$ cat config.mk
export PLATFORM = sky130hd
export DESIGN_NAME = intc_cmd_decoder
export DESIGN_NICKNAME = d
export VERILOG_FILES = /design/src/rtl/intc_pkg.sv /design/src/rtl/intc_cmd_classify.sv /design/src/rtl/intc_seq_ctrl.sv /design/src/rtl/intc_cmd_decoder.sv
export SDC_FILE = /design/constraint.sdc
export NUM_CORES = 1
export LEC_CHECK = 0
export ABC_CLOCK_PERIOD_IN_PS = 2500
export BUFFER_PORTS_ARGS = -buffer_cell sky130_fd_sc_hd__buf_2
export CORE_MARGIN = 2
export CORE_UTILIZATION = 35
export CTS_BUF_LIST = sky130_fd_sc_hd__clkbuf_8
export DETAILED_ROUTE_END_ITERATION = 8
export PLACE_DENSITY_LB_ADDON = 0.12
export RECOVER_POWER = 50
export SKIP_CTS_REPAIR_TIMING = 1
export SLEW_MARGIN = 20
export SYNTH_ARGS = -nofsm -noshare
export SYNTH_HDL_FRONTEND = slang
export SYNTH_SLANG_ARGS = --single-unit
$ cat constraint.sdc
create_clock -name clk -period 2.5 [get_ports clk]
set_input_delay 0.375 -clock clk [delete_from_list [all_inputs] [get_ports clk]]
set_output_delay 0.375 -clock clk [all_outputs]
set_load 0.01 [all_outputs]
$ cat src/rtl/intc_pkg.sv
package intc_pkg;
   typedef enum logic [2:0] {
      ST_UNINIT = 3'd0,
      ST_WAIT2  = 3'd1,
      ST_WAIT3  = 3'd2,
      ST_WAIT4  = 3'd3,
      ST_READY  = 3'd4
   } seq_t;

   typedef enum logic [1:0] {
      CMD_INIT  = 2'd0,
      CMD_EOI   = 2'd1,
      CMD_RDSEL = 2'd2
   } cmd_t;

   // bit positions the decoder depends on
   localparam int B_IC4    = 0;
   localparam int B_SINGLE = 1;
   localparam int B_SEL    = 3;
   localparam int B_INIT   = 4;
   localparam int B_EOI    = 5;
   localparam int B_SL     = 6;
   localparam int B_ROT    = 7;
   localparam int MIN_DW   = 8;
endpackage

$ cat src/rtl/intc_cmd_classify.sv
module intc_cmd_classify
   import intc_pkg::*;
#(
   parameter int DW = 8
) (
   input  logic [DW-1:0] byte_i,
   output cmd_t          cmd_o,
   output logic          spec_eoi_o
);
   always_comb begin
      if (byte_i[B_INIT])     cmd_o = CMD_INIT;
      else if (byte_i[B_SEL]) cmd_o = CMD_RDSEL;
      else                    cmd_o = CMD_EOI;
   end

   assign spec_eoi_o = byte_i[B_EOI] & byte_i[B_SL] & ~byte_i[B_ROT];
endmodule

$ cat src/rtl/intc_seq_ctrl.sv
module intc_seq_ctrl
   import intc_pkg::*;
#(
   parameter int DW = 8
) (
   input  logic          clk,
   input  logic          rst_n,
   input  logic          wr_i,
   input  logic          port_i,
   input  logic [DW-1:0] data_i,
   output logic [DW-1:0] icw1_o,
   output logic [DW-1:0] icw2_o,
   output logic [DW-1:0] icw3_o,
   output logic [DW-1:0] icw4_o,
   output logic [DW-1:0] mask_o,
   output logic [DW-1:0] ocw2_o,
   output logic [DW-1:0] ocw3_o,
   output logic          ready_o,
   output logic          eoi_o,
   output logic          err_o
);
   seq_t st_q;
   cmd_t cmd;
   logic spec_eoi;
   seq_t after_w2;
   seq_t after_w3;

   intc_cmd_classify #(.DW(DW)) u_cls (
      .byte_i     (data_i),
      .cmd_o      (cmd),
      .spec_eoi_o (spec_eoi)
   );

   always_comb begin
      after_w3 = icw1_o[B_IC4] ? ST_WAIT4 : ST_READY;
      after_w2 = icw1_o[B_SINGLE] ? after_w3 : ST_WAIT3;
   end

   always_ff @(posedge clk) begin
      if (!rst_n) begin
         st_q   <= ST_UNINIT;
         icw1_o <= '0;
         icw2_o <= '0;
         icw3_o <= '0;
         icw4_o <= '0;
         mask_o <= '0;
         ocw2_o <= '0;
         ocw3_o <= '0;
         eoi_o  <= 1'b0;
         err_o  <= 1'b0;
      end else begin
         eoi_o <= 1'b0;
         err_o <= 1'b0;
         if (wr_i) begin
            if (!port_i) begin
               if (cmd == CMD_INIT) begin
                  icw1_o <= data_i;
                  st_q   <= ST_WAIT2;
               end else if (st_q == ST_READY && cmd == CMD_RDSEL) begin
                  ocw3_o <= data_i;
               end else if (st_q == ST_READY && cmd == CMD_EOI && spec_eoi) begin
                  ocw2_o <= data_i;
                  eoi_o  <= 1'b1;
               end else begin
                  err_o <= 1'b1;
               end
            end else begin
               unique case (st_q)
                  ST_WAIT2: begin
                     icw2_o <= data_i;
                     st_q   <= after_w2;
                  end
                  ST_WAIT3: begin
                     icw3_o <= data_i;
                     st_q   <= after_w3;
                  end
                  ST_WAIT4: begin
                     icw4_o <= data_i;
                     st_q   <= ST_READY;
                  end
                  ST_READY: mask_o <= data_i;
                  default:  err_o  <= 1'b1;
               endcase
            end
         end
      end
   end

   assign ready_o = (st_q == ST_READY);
endmodule

$ cat src/rtl/intc_cmd_decoder.sv
module intc_cmd_decoder
   import intc_pkg::*;
#(
   parameter int NCTL = 2,
   parameter int DW   = 8
) (
   input  logic                     clk,
   input  logic                     rst_n,
   input  logic                     wr_en,
   input  logic [NCTL-1:0]          cs,
   input  logic                     port_sel,
   input  logic [DW-1:0]            wr_data,
   output logic [NCTL-1:0][DW-1:0]  icw1_o,
   output logic [NCTL-1:0][DW-1:0]  icw2_o,
   output logic [NCTL-1:0][DW-1:0]  icw3_o,
   output logic [NCTL-1:0][DW-1:0]  icw4_o,
   output logic [NCTL-1:0][DW-1:0]  mask_o,
   output logic [NCTL-1:0][DW-1:0]  ocw2_o,
   output logic [NCTL-1:0][DW-1:0]  ocw3_o,
   output logic [NCTL-1:0]          ready_o,
   output logic [NCTL-1:0]          eoi_o,
   output logic [NCTL-1:0]          err_o
);
   generate
      if (DW < MIN_DW) begin : g_bad_dw
         $error("intc_cmd_decoder: DW must be at least 8");
      end
      if (NCTL < 1) begin : g_bad_nctl
         $error("intc_cmd_decoder: NCTL must be at least 1");
      end
   endgenerate

   for (genvar gi = 0; gi < NCTL; gi++) begin : g_ctl
      intc_seq_ctrl #(.DW(DW)) u_seq (
         .clk     (clk),
         .rst_n   (rst_n),
         .wr_i    (wr_en & cs[gi]),
         .port_i  (port_sel),
         .data_i  (wr_data),
         .icw1_o  (icw1_o[gi]),
         .icw2_o  (icw2_o[gi]),
         .icw3_o  (icw3_o[gi]),
         .icw4_o  (icw4_o[gi]),
         .mask_o  (mask_o[gi]),
         .ocw2_o  (ocw2_o[gi]),
         .ocw3_o  (ocw3_o[gi]),
         .ready_o (ready_o[gi]),
         .eoi_o   (eoi_o[gi]),
         .err_o   (err_o[gi])
      );
   end
endmodule

==> results.cfg <==
[cells_and_area]
nets = 602
stdcell_count = 773
fillers = 1383
area_growth_pct = 20.3
n_antenna_cell = 0
layout-drive-gt1-share = 0.121

[clock_tree]
clkSinkCount = 122
cts_buffer_depth = 2
cts_tree = yes
cts_root_buf = clkbuf_8
clk_pin_slew_worst_paths_ns = 0.07
cts-htree-levels = 4
cts_buffers = 17
clock_latency_ns = 0.42

[logic_synthesis]
synth_nets = 487
yosys_warnings = 0
ys_seq_elements = 122
syn-cell-area_um2 = 4510
synth_top_area_cell = dfxtp_1
ys_top_cells_by_count = dfxtp_1 (122), nand2_1 (64), nand3_1 (52)
synth_top_area_share = 0.542
synth.distinct_cells = 48
synth.area.top_cells = dfxtp_1 (54%), mux2i_1 (7.8%), nand3_1 (5.8%), nand2_1 (5.3%), o21ai_0 (4.7%)
seq_area_frac_synth = 0.542
synth-edff-count = 0
netlist_instances = 473
synth_ff_type = dfxtp_1
synth.avg_cell_area_um2 = 9.53
async_reset_ff_frac = 0
yosysMostFrequentCell = dfxtp_1

[floorplan]
die_area_um2 = 13800
start_util = 0.357
core_um2 = 12600
ios = 132
die_w_um = 117
die_h_um = 117
rows = 41

[global_route]
grt-ovfl-total = 0
first_global_vias = 3458
antenna_found_initial = 0
track_usage = 0.177
grt_pass1_wl_um = 19000
grt_max_degree = 59

[place]
place_hpwl_um = 8120
place_congestion = 0.770
io_buffer_count = 131
place_ws_ns = 0.689
place_inst = 741

[power]
p_per_area_nw_per_um2 = 699
fin_total_pwr_uw = 3790
vdd_drop_max_mv = 0.293
p_leak_uw = 0.00199

[setup_path]
reg2reg_setup_slack_ns = 0.68
arrival_ns = 1.54
r2r_start = g_ctl[1].u_seq.st_q[2]
worstPathRequired_ns = 2.12
timing.rr.end = g_ctl[1].u_seq.mask_o[1]
crit_fanout = 9
reg2regPathDepth = 4
cp-startpoint = g_ctl[0].u_seq.st_q[2]
setup.worst_path.end = ready_o[0]
critPathKind = reg2out
start_kind = register
endpoint_kind = output pin

[drt]
num_vias = 3664
postRouteAntennaNets = 0
drc = 0
wl_per_cell_um = 15.5
drtIter0Drc = 219
routed_wl_um = 12000
dr.pass1.iters = 4
vias_per_cell = 4.74

[timing]
fin_ws_ns = 0.580
rsz0062_at_grt = false
fin_skew_ns = 0.0130
relSlewSlack = 0.317
fmax_ghz = 0.521
slew_violations = 0
tightest_slew_ns = 1.02
fin_crit_sh = 0.768
min_period_ns = 1.92
finalSetupTns_ns = 0
hold_viol = 0
finalSetupViolCount = 0
holdWs_ns = 0.244

[outcome]
outcome = finished, final reports clean

[hold_path]
min_path_type = in2reg

[job]
drv_cap = 0
[power breakdown]
part	internal [µW]	switching [µW]	total, µW
logic	32.7	110	143
registers	1950	8.91	1960
clock network	914	772	1690
[layout by cell type (no fill, tap or decap), types with 2 or more instances in the layout]
master and count:
a211oi_1 3, a21oi_1 19, and2_1 3, and2b_1 2, and3_1 12, buf_2 16
buf_4 3, clkbuf_1 114, clkbuf_8 22, clkinv_2 3, clkinvlp_4 5, dfxtp_1 122
inv_1 7, mux2i_1 35, nand2_1 64, nand2b_1 3, nand3_1 52, nand3_2 4
nand3b_1 5, nor2_1 20, nor2b_1 9, nor3b_1 2, o211ai_1 2, o21a_1 2
o21ai_0 43, o21ai_2 8
[metal layers]
layer / share of wire / global-route usage / up-vias / routed length, µm
met4: 0.010 / 0.0542 / 0 / 120
met2: 0.45 / 0.270 / 110 / 5400
met5: 0 / 0 / - / 0
met3: 0.063 / 0.0683 / 9 / 751
li1: - / - / 1850 / -
met1: 0.48 / 0.232 / 1695 / 5720
[flip-flops by register name (all words and copies together) (netlist names)]
signal	count
g_ctl.u_seq.eoi_o	2
g_ctl.u_seq.err_o	2
g_ctl.u_seq.icw1_o	16
g_ctl.u_seq.icw2_o	16
g_ctl.u_seq.icw3_o	16
g_ctl.u_seq.icw4_o	16
g_ctl.u_seq.mask_o	16
g_ctl.u_seq.ocw2_o	16
g_ctl.u_seq.ocw3_o	16
g_ctl.u_seq.st_q	6
[through the flow]
step | cell area [µm²] | utilization
after global placement | 5180 | 0.410
after floorplan | 4510 | -
after global routing | 5420 | 0.430
after CTS | 5570 | 0.442
final | 5420 | 0.430
after detailed placement | 5180 | 0.410
[how the worst min path moves through the flow]
stage               cells after the start  slack, ns                     start                       end
floorplan                               2       0.47  g_ctl[0].u_seq.ocw2_o[5]  g_ctl[0].u_seq.ocw2_o[5]
global placement                        2       0.44  g_ctl[0].u_seq.ocw2_o[5]  g_ctl[0].u_seq.ocw2_o[5]
detailed placement                      2       0.43  g_ctl[0].u_seq.ocw2_o[6]  g_ctl[0].u_seq.ocw2_o[6]
CTS                                     3       0.22                wr_data[2]  g_ctl[0].u_seq.icw1_o[2]
global route                            3       0.22                wr_data[2]  g_ctl[0].u_seq.icw1_o[2]
finish                                  3       0.24                wr_data[2]  g_ctl[1].u_seq.icw1_o[2]
[critical path: stages (launching register included)]
cell and delay [ns]:
dfxtp_1 0.46, or3b_1 0.45, inv_1 0.07, buf_2 0.15
[cell type report]
class                           instances  area (µm²)  area share
Clock buffer                           22         303      0.0558
Timing Repair Buffer                  133         531      0.0978
Sequential cell                       122        2440       0.450
Inverter                                7        26.3     0.00484
Tap cell                              172         215      0.0397
Multi-Input combinational cell        307        1820       0.335
Clock inverter                         10        91.3      0.0168
[kinds of logic after synthesis]
| logic type | Yosys count | synth area share |
|---|---|---|
| DFF | 122 | 0.542 |
| buffers and inverters | 44 | 0.0544 |
| and+or+nand+nor | 187 | 0.215 |
| muxes | 35 | 0.0777 |
| AOI/OAI and AO/OA | 85 | 0.111 |
(Power assumes the default switching activity.)
